**config.mk**
```make
export PLATFORM = sky130hd
export DESIGN_NAME = spi_host_ctrl
export DESIGN_NICKNAME = d
export VERILOG_FILES = /design/src/rtl/spi_host_pkg.sv /design/src/rtl/spi_word_fifo.sv /design/src/rtl/spi_shift_core.sv /design/src/rtl/spi_host_ctrl.sv
export SDC_FILE = /design/constraint.sdc
export NUM_CORES = 1
export LEC_CHECK = 0
export ABC_AREA = 1
export BUFFER_PORTS_ARGS = -buffer_cell sky130_fd_sc_hd__buf_2
export CORE_UTILIZATION = 55
export CTS_BUF_LIST = sky130_fd_sc_hd__clkbuf_2
export DETAILED_ROUTE_END_ITERATION = 16
export PLACE_DENSITY = 0.73
export SYNTH_ARGS = -nofsm -noshare
export SYNTH_HDL_FRONTEND = slang
export SYNTH_SLANG_ARGS = --single-unit
export TNS_END_PERCENT = 5
```
**constraint.sdc**
```tcl
create_clock -name clk -period 3.95 [get_ports clk]
set_input_delay 0.79 -clock clk [delete_from_list [all_inputs] [get_ports clk]]
set_output_delay 0.79 -clock clk [all_outputs]
set_load 0.05 [all_outputs]
```
**src/rtl/spi_host_pkg.sv**
```systemverilog
// Shared constants of the SPI master: register offsets and control bit positions.
// Assumes byte offsets on an 8-bit address, 32-bit data.
package spi_host_pkg;
    localparam int CB_LOOP   = 0;
    localparam int CB_EN     = 1;
    localparam int CB_MASTER = 2;
    localparam int CB_CPOL   = 3;
    localparam int CB_CPHA   = 4;
    localparam int CB_TXCLR  = 5;
    localparam int CB_RXCLR  = 6;
    localparam int CB_MANUAL = 7;
    localparam int CB_HOLD   = 8;
    localparam int CB_LSB    = 9;
    localparam int CTRL_W    = 10;

    localparam logic [CTRL_W-1:0] CTRL_RESET = 10'h100;

    localparam logic [7:0] OFS_CTRL = 8'h60;
    localparam logic [7:0] OFS_STAT = 8'h64;
    localparam logic [7:0] OFS_TXD  = 8'h68;
    localparam logic [7:0] OFS_RXD  = 8'h6C;
    localparam logic [7:0] OFS_SSEL = 8'h70;
endpackage

```
**src/rtl/spi_word_fifo.sv**
```systemverilog
// Synchronous show-ahead FIFO of words.
// Assumes: push while full and pop while empty are ignored; clr empties it in one cycle.
module spi_word_fifo #(
    parameter int W     = 8,
    parameter int DEPTH = 16
) (
    input  logic         clk,
    input  logic         rst_n,
    input  logic         clr,
    input  logic         push,
    input  logic [W-1:0] din,
    input  logic         pop,
    output logic [W-1:0] dout,
    output logic         empty,
    output logic         full
);
    localparam int AW = (DEPTH > 1) ? $clog2(DEPTH) : 1;
    localparam int CW = $clog2(DEPTH + 1);

    logic [W-1:0]  mem [DEPTH];
    logic [AW-1:0] wp, rp;
    logic [CW-1:0] cnt;
    logic          do_push, do_pop;

    assign empty   = (cnt == '0);
    assign full    = (cnt == CW'(DEPTH));
    assign do_push = push && !full;
    assign do_pop  = pop && !empty;
    assign dout    = mem[rp];

    // Storage write for accepted pushes.
    always_ff @(posedge clk) begin
        if (do_push) mem[wp] <= din;
    end

    // Pointer and occupancy update with wrap at DEPTH.
    always_ff @(posedge clk) begin
        if (!rst_n || clr) begin
            wp  <= '0;
            rp  <= '0;
            cnt <= '0;
        end else begin
            if (do_push) wp <= (wp == AW'(DEPTH - 1)) ? '0 : wp + 1'b1;
            if (do_pop)  rp <= (rp == AW'(DEPTH - 1)) ? '0 : rp + 1'b1;
            if (do_push && !do_pop)      cnt <= cnt + 1'b1;
            else if (do_pop && !do_push) cnt <= cnt - 1'b1;
        end
    end
endmodule

```
**src/rtl/spi_shift_core.sv**
```systemverilog
// Serial shift engine: sends one W-bit word and captures one word per start.
// Assumes mode bits are stable during a word; sck idles at cpol; edges are DIV clocks apart.
module spi_shift_core #(
    parameter int W   = 8,
    parameter int DIV = 4
) (
    input  logic         clk,
    input  logic         rst_n,
    input  logic         start,
    input  logic [W-1:0] word_in,
    input  logic         cpol,
    input  logic         cpha,
    input  logic         lsb_first,
    input  logic         miso,
    output logic         busy,
    output logic         sck,
    output logic         mosi,
    output logic         done,
    output logic [W-1:0] word_out
);
    localparam int DW        = (DIV > 1) ? $clog2(DIV) : 1;
    localparam int EW        = $clog2(2 * W);
    localparam int LAST_EDGE = 2 * W - 1;

    logic [W-1:0]  tx_sr, rx_sr, in_rev, rx_rev;
    logic [DW-1:0] div_cnt;
    logic [EW-1:0] edge_cnt;
    logic          phase;

    // Bit-reversed views used for LSB-first order.
    for (genvar i = 0; i < W; i++) begin : g_rev
        assign in_rev[i] = word_in[W-1-i];
        assign rx_rev[i] = rx_sr[W-1-i];
    end

    assign sck      = cpol ^ phase;
    assign mosi     = tx_sr[W-1];
    assign word_out = lsb_first ? rx_rev : rx_sr;

    // Word sequencer: clock divider, edge count, shift and sample per edge.
    always_ff @(posedge clk) begin
        if (!rst_n) begin
            busy     <= 1'b0;
            phase    <= 1'b0;
            div_cnt  <= '0;
            edge_cnt <= '0;
            tx_sr    <= '0;
            rx_sr    <= '0;
            done     <= 1'b0;
        end else begin
            done <= 1'b0;
            if (!busy) begin
                if (start) begin
                    busy     <= 1'b1;
                    tx_sr    <= lsb_first ? in_rev : word_in;
                    div_cnt  <= '0;
                    edge_cnt <= '0;
                    phase    <= 1'b0;
                end
            end else if (div_cnt == DW'(DIV - 1)) begin
                div_cnt  <= '0;
                phase    <= ~phase;
                edge_cnt <= edge_cnt + 1'b1;
                if (!phase) begin
                    if (!cpha)               rx_sr <= {rx_sr[W-2:0], miso};
                    else if (edge_cnt != '0) tx_sr <= tx_sr << 1;
                end else begin
                    if (!cpha) tx_sr <= tx_sr << 1;
                    else       rx_sr <= {rx_sr[W-2:0], miso};
                end
                if (edge_cnt == EW'(LAST_EDGE)) begin
                    busy <= 1'b0;
                    done <= 1'b1;
                end
            end else begin
                div_cnt <= div_cnt + 1'b1;
            end
        end
    end
endmodule

```
**src/rtl/spi_host_ctrl.sv**
```systemverilog
// Register-mapped SPI master: control, status, data and select registers, two FIFOs
// and one shift engine. Assumes single-cycle bus strobes and WORD_W <= 32.
module spi_host_ctrl
    import spi_host_pkg::*;
#(
    parameter int WORD_W     = 8,
    parameter int SCK_DIV    = 4,
    parameter int FIFO_DEPTH = 16,
    parameter int NUM_SS     = 4
) (
    input  logic              clk,
    input  logic              rst_n,
    input  logic [7:0]        bus_addr,
    input  logic              bus_wr,
    input  logic [31:0]       bus_wdata,
    input  logic              bus_rd,
    output logic [31:0]       bus_rdata,
    output logic              spi_sck,
    output logic              spi_mosi,
    input  logic              spi_miso,
    output logic [NUM_SS-1:0] spi_ss_n,
    output logic              rx_overrun
);
    localparam logic [CTRL_W-1:0] CTRL_KEEP = ~((CTRL_W'(1) << CB_TXCLR) | (CTRL_W'(1) << CB_RXCLR));

    logic [CTRL_W-1:0] ctrl_q;
    logic [NUM_SS-1:0] ssr_q;
    logic              wr_ctrl, wr_txd, wr_ssel, rd_rxd;
    logic              tx_empty, tx_full, rx_empty, rx_full;
    logic [WORD_W-1:0] tx_dout, rx_dout, eng_word;
    logic              eng_busy, eng_done, eng_start, miso_int;
    logic              unused_bits;

    assign wr_ctrl     = bus_wr && (bus_addr == OFS_CTRL);
    assign wr_txd      = bus_wr && (bus_addr == OFS_TXD);
    assign wr_ssel     = bus_wr && (bus_addr == OFS_SSEL);
    assign rd_rxd      = bus_rd && (bus_addr == OFS_RXD);
    assign unused_bits = ^bus_wdata;

    // Control and select registers; FIFO clear bits are never stored.
    always_ff @(posedge clk) begin
        if (!rst_n) begin
            ctrl_q <= CTRL_RESET;
            ssr_q  <= '1;
        end else begin
            if (wr_ctrl) ctrl_q <= bus_wdata[CTRL_W-1:0] & CTRL_KEEP;
            if (wr_ssel) ssr_q  <= bus_wdata[NUM_SS-1:0];
        end
    end

    assign eng_start = ctrl_q[CB_EN] && ctrl_q[CB_MASTER] && !ctrl_q[CB_HOLD]
                       && !tx_empty && !eng_busy;
    assign miso_int  = ctrl_q[CB_LOOP] ? spi_mosi : spi_miso;

    spi_word_fifo #(.W(WORD_W), .DEPTH(FIFO_DEPTH)) u_txq (
        .clk(clk), .rst_n(rst_n), .clr(wr_ctrl && bus_wdata[CB_TXCLR]),
        .push(wr_txd), .din(bus_wdata[WORD_W-1:0]), .pop(eng_start),
        .dout(tx_dout), .empty(tx_empty), .full(tx_full)
    );

    spi_word_fifo #(.W(WORD_W), .DEPTH(FIFO_DEPTH)) u_rxq (
        .clk(clk), .rst_n(rst_n), .clr(wr_ctrl && bus_wdata[CB_RXCLR]),
        .push(eng_done), .din(eng_word), .pop(rd_rxd),
        .dout(rx_dout), .empty(rx_empty), .full(rx_full)
    );

    spi_shift_core #(.W(WORD_W), .DIV(SCK_DIV)) u_eng (
        .clk(clk), .rst_n(rst_n), .start(eng_start), .word_in(tx_dout),
        .cpol(ctrl_q[CB_CPOL]), .cpha(ctrl_q[CB_CPHA]), .lsb_first(ctrl_q[CB_LSB]),
        .miso(miso_int), .busy(eng_busy), .sck(spi_sck), .mosi(spi_mosi),
        .done(eng_done), .word_out(eng_word)
    );

    assign rx_overrun = eng_done && rx_full;
    assign spi_ss_n   = (ctrl_q[CB_MANUAL] || eng_busy) ? ssr_q : '1;

    // Read data mux, combinational in the strobe cycle.
    always_comb begin
        bus_rdata = '0;
        if (bus_rd) begin
            case (bus_addr)
                OFS_CTRL: bus_rdata[CTRL_W-1:0] = ctrl_q;
                OFS_STAT: bus_rdata[3:0] = {tx_full, tx_empty, rx_full, rx_empty};
                OFS_RXD:  if (!rx_empty) bus_rdata[WORD_W-1:0] = rx_dout;
                OFS_SSEL: bus_rdata[NUM_SS-1:0] = ssr_q;
                default:  bus_rdata = '0;
            endcase
        end
    end
endmodule

```
# Word-level counts from Yosys, hierarchy flattened
# Memory sizes are Yosys's and may differ from the RTL's. A register that Yosys moved wholly into a read port is not among the register bits.
# Index checks and enable logic that the tools add are counted.
[op_classes]
n_addsub = 10
n_eq_ne = 19
n_mux = 49
bitwise_logic = 2
reduce_logical = 43
[ops]
columns = ["cell", "count"]
rows = [
  ["$mux 8", 13],
  ["$mux 4", 12],
  ["$eq 8x7->1 const B", 5],
  ["$add 4x1->4 const B", 5],
  ["$eq 4x4->1 const B", 5],
  ["$mux 5", 4],
  ["$logic_and 1x1->1", 19],
  ["$pmux 4 s4", 1],
  ["$mux 1", 13],
  ["$logic_not 1->1", 11],
  ["$add 5x1->5 const B", 2],
  ["$eq 5x5->1 const B", 2],
  ["$logic_not 5->1", 2],
  ["$mux 10", 1],
  ["$sub 5x1->5 const B", 2],
  ["$ne 3x3->1 const B", 3],
  ["$mux 2", 4],
  ["$pmux 4 s2", 1],
  ["$reduce_bool 2->1", 3],
  ["$reduce_and 5->1", 1],
  ["$ne 2x2->1 const B", 2],
  ["$reduce_and 4->1", 1],
  ["$reduce_bool 4->1", 1],
  ["$logic_or 1x1->1", 3],
  ["7 further kinds", 7],
]
[totals]
regBits = 63
ramBits = 256
inputBits = 45
output_inout_bits = 39
wordCells = 140
n_memories = 2
[memory_table]
columns = ["memory", "words", "width", "read_ports", "rd_ports_with_merged_regs", "wr", "line_no", "rtl"]
rows = [
  ["u_rxq.mem", 16, 8, 1, 1, 1, "spi_word_fifo.sv:20", "logic [W-1:0] mem [DEPTH];"],
  ["u_txq.mem", 16, 8, 1, 1, 1, "spi_word_fifo.sv:20", ""],
]

# Depth between registers and ports, before layout
[depth]
word_depth = 8
mapped_depth = 16
depth_no_buf = 16

# Modules after synthesis
# Synthesis repeated with hierarchy kept, for this count alone.
[unflattened]
cells_unflattened = 1635
area_unflattened_um2 = 15094.5
[modules_own_cells]
columns = ["module", "n_inst", "cells_each", "area_each_um2"]
rows = [
  ["spi_word_fifo", 2, 625, 6296.0],
  ["spi_shift_core", 1, 205, 1355.0],
  ["spi_host_ctrl", 1, 180, 1147.4],
]

# Worst setup path after synthesis
# No wires, ideal clock.
[synth_path]
path_kind = "input to output"
from = "in bus_addr[1]"
to = "out bus_rdata[4]"
arrival_time_ns = 2.499
required_time_ns = 3.160
slack_ns = 0.661
path_stages = 7
path_cell_list = "nor2_2 -> inv_1 -> nor2_2 -> nand2_1 -> nor2_4 -> nand2_1 -> o21ai_0"
[synth_via]
elab_chain_cells = 3
word_cells_on_any_way = 4
classes_between = "2 x eq/ne; 2 x mux"
[synth_rtl]
columns = ["item", "line_no", "rtl"]
rows = [
  ["start, declared", "spi_host_ctrl.sv:13", "input logic [7:0] bus_addr,"],
  ["$eq 8x7->1", "spi_host_ctrl.sv:81", "case (bus_addr)"],
  ["$pmux 4 s2 *", "spi_host_ctrl.sv:81", ""],
  ["$mux 10 *", "spi_host_ctrl.sv:80", "if (bus_rd) begin"],
  ["end, declared", "spi_host_ctrl.sv:17", "output logic [31:0] bus_rdata,"],
]
# Mark *: on every way between the ends. The rest lies on a longest branch, timed or not.

==> results.py <==
metrics = {
    "synth": {
        "synth_common_cells": "nand2_1, edfxtp_1, nor2_1",
        "synth.top_cell.area_share": 0.534,
        "seq_area_frac_synth": 0.632,
        "yosys.cell_types.count": 44,
        "synth_seq_cells": 327,
        "ys_warn_count": 0,
        "yosysTopAreaCell": "edfxtp_1",
        "avgSynthCellArea_um2": 10.1,
        "synth.most_common_cell": "nand2_1",
        "async_flop_share": 0,
        "synthTopCellsByArea": "edfxtp_1, dfxtp_1, nand2_1, nand3_1, nor2_1",
        "ys.flop_type": "edfxtp_1",
        "syn_area_um2": 14400,
        "synth_edf_count": 256,
        "netlist_instances": 1432,
    },
    "cts": {
        "cts.sinks": 327,
        "numCtsBuffers": 77,
        "clk_pin_slew_worst_paths_ps": 110,
        "cts_max_path_buffers": 3,
        "clk_latency_ps": 870,
        "cts_hold_buf": 0,
        "root_buffer": "clkbuf_2",
        "h-tree-depth": 3,
        "tritoncts": "built",
    },
    "timing": {
        "timing.fmax_mhz": 271,
        "fin_crit_ps": 3690,
        "hold_violations": 0,
        "worstMarginPinSlew_ps": 1280,
        "maxSlewHeadroom": 0.141,
        "maxSlewViolCount": 0,
        "setup_viol": 0,
        "fin_setup_tns_ps": 0,
        "post-route-period-util": 0.934,
        "fin_ws_ps": 260,
        "grt_setup_unrepaired": "false",
        "skew_ps": 70.3,
    },
    "routing": {
        "detail_route.wl_per_cell_um": 16.7,
        "ant_nets": 0,
        "drt_iter0_markers": 989,
        "routed_wirelength_um": 31700,
        "vias": 10331,
        "remaining_drc_errors": 0,
        "dr.pass1.iters": 7,
        "via_per_inst": 5.45,
    },
    "critical_path": {
        "regToRegSetupSlack_ps": 1280,
        "ff2ff_path_depth": 15,
        "cp.required_ps": 3160,
        "reg2reg_to": "u_rxq.cnt[4]",
        "crit_path_end": "bus_rdata[2]",
        "endpoint_kind": "output port",
        "arrival_ps": 2900,
        "reg2reg_from": "u_rxq.cnt[1]",
        "critical_path_class": "flop to output port",
        "worstSetupStartpointType": "flop",
        "worst-path-max-fanout": 70,
    },
    "place": {
        "postPlaceCellArea_um2": 14800,
        "io_buffer_count": 39,
        "place_congestion": 0.907,
        "place_hpwl_um": 20000,
        "post-place-ws_ps": 663,
    },
    "grt": {
        "grt_pass1_vias": 9760,
        "antenna_found_initial": 1,
        "grt_start_max_net_pins": 71,
        "grt_overflow": 0,
        "grt_use_total": 0.244,
        "grt_pass1_wl_um": 49900,
    },
    "layout": {
        "area_growth_pct": 7.76,
        "final_area_um2": 15500,
        "fin_nets": 1579,
        "fill_cells": 2063,
        "drive_gt1_frac": 0.125,
    },
    "status": {
        "status": "complete, no violations",
    },
    "floorplan": {
        "chipHeight_um": 164,
        "io_pins": 84,
        "dieArea_um2": 26800,
        "rows": 58,
        "chipWidth_um": 164,
        "coreArea_um2": 25500,
        "initial_core_util": 0.566,
    },
    "flow_run": {
        "cap_violations": 0,
    },
    "hold_path": {
        "hold_path_class": "input port to flop",
    },
    "power": {
        "p_per_area_nw_per_um2": 392,
        "peakVddDrop_v": 0.000316,
        "leakage_nw": 5.78,
    },
}
==> what timing repair did <==
item	CTS	global route
endpoints found under the setup margin	0	5
gates resized for setup	0	3
buffers inserted	0	0
==> stage by stage <==
step	hold slack, ps	utilization	total power [W]	std cells
floorplan	443	-	0.00384	1453
global placement	452	0.579	0.00387	1759
detailed placement	463	0.579	0.00387	1759
CTS	169	0.609	0.00612	1896
global route	158	0.609	0.00630	1897
finish	209	0.609	0.00608	1897
==> worst max-delay path, cell delays in order, from the launching register on <==
cell and delay [ps]:
dfxtp_2 360, buf_6 390, o21ai_0 180, o211ai_1 290, nand3_1 160, nand2_1 160
nand2_1 70, a21oi_1 140, buf_2 280
==> kinds of logic (layout without fill, tap and decap cells) <==
family	after synthesis	in the layout	share of synthesized area
AO/OA/AOI/OAI	227	227	0.0861
buffers and inverters	220	333	0.0708
other	1	23	0.000260
adder cells (fa/ha/maj)	26	26	0.0236
XOR/XNOR	9	9	0.00547
flip-flops	327	327	0.632
AND/OR/NAND/NOR	622	622	0.182
==> state kept, by name, indices dropped and copies added (netlist names), named ones only <==
register	flops
ctrl_q	8
ssr_q	4
u_eng.busy	1
u_eng.div_cnt	2
u_eng.done	1
u_eng.edge_cnt	4
u_eng.phase	1
u_eng.rx_sr	8
u_eng.tx_sr	8
u_rxq.cnt	5
u_rxq.mem	128
u_rxq.rp	4
u_rxq.wp	4
u_txq.cnt	5
u_txq.mem	128
u_txq.rp	4
u_txq.wp	4
==> cell type report <==
cell class / instances / area, µm² / area share
sequential: 327 / 9110 / 0.587
multi-input combinational: 906 / 4360 / 0.281
clock buffer: 105 / 526 / 0.0338
inverter: 139 / 523 / 0.0337
tap: 330 / 413 / 0.0266
timing repair buffer: 57 / 359 / 0.0231
clock inverter: 32 / 231 / 0.0149
antenna: 1 / 2.50 / 0.000161
==> how the worst min path moves through the flow <==
| stage | from | to | slack, ps | cells past startpoint |
|---|---|---|---|---|
| global placement | u_eng.tx_sr[0] | u_eng.tx_sr[0] | 450 | 2 |
| global route | bus_wdata[8] | ctrl_q[8] | 160 | 3 |
| CTS | bus_wdata[8] | ctrl_q[8] | 170 | 3 |
| detailed placement | u_eng.div_cnt[1] | u_eng.div_cnt[1] | 460 | 2 |
| finish | bus_wdata[8] | ctrl_q[8] | 210 | 3 |
| floorplan | u_eng.div_cnt[1] | u_eng.div_cnt[1] | 440 | 2 |
==> power breakdown <==
group	total [W]	switching [W]	internal, W
Clock	0.00229	0.00131	0.000985
Sequential	0.00368	0.000000427	0.00368
Combinational	0.000113	0.0000988	0.0000145
==> layout by cell type, fill, tap and decap left out, types with 3 or more instances in the layout <==
| master | synthesis | final |
|---|---|---|
| inv_2 | 7 | 6 |
| nand2_1 | 300 | 300 |
| edfxtp_1 | 256 | 256 |
| dfxtp_2 | 0 | 3 |
| nor3_1 | 4 | 4 |
| nand3_1 | 141 | 141 |
| a31oi_1 | 3 | 3 |
| a211oi_1 | 5 | 5 |
| nor3_2 | 3 | 3 |
| nand4_1 | 5 | 5 |
| buf_4 | 36 | 15 |
| o21ai_1 | 2 | 10 |
| clkinv_2 | 0 | 6 |
| buf_2 | 22 | 39 |
| conb_1 | 1 | 22 |
| o22ai_1 | 16 | 16 |
| nor2_2 | 3 | 3 |
| bufinv_16 | 0 | 4 |
| o211ai_1 | 16 | 16 |
| xor2_1 | 7 | 7 |
| clkinv_1 | 3 | 26 |
| o21ai_0 | 111 | 103 |
| clkbuf_2 | 1 | 105 |
| ha_1 | 24 | 24 |
| nor2_1 | 155 | 155 |
| dfxtp_1 | 71 | 68 |
| a21oi_1 | 65 | 65 |
| inv_1 | 129 | 129 |
==> per-layer routing <==
layer	part of all wire	global-route usage
met5	0	0
met1	0.43	0.343
met3	0.087	0.0490
met4	0.015	0.0901
met2	0.46	0.377
Power figures use the tool's default switching activity.
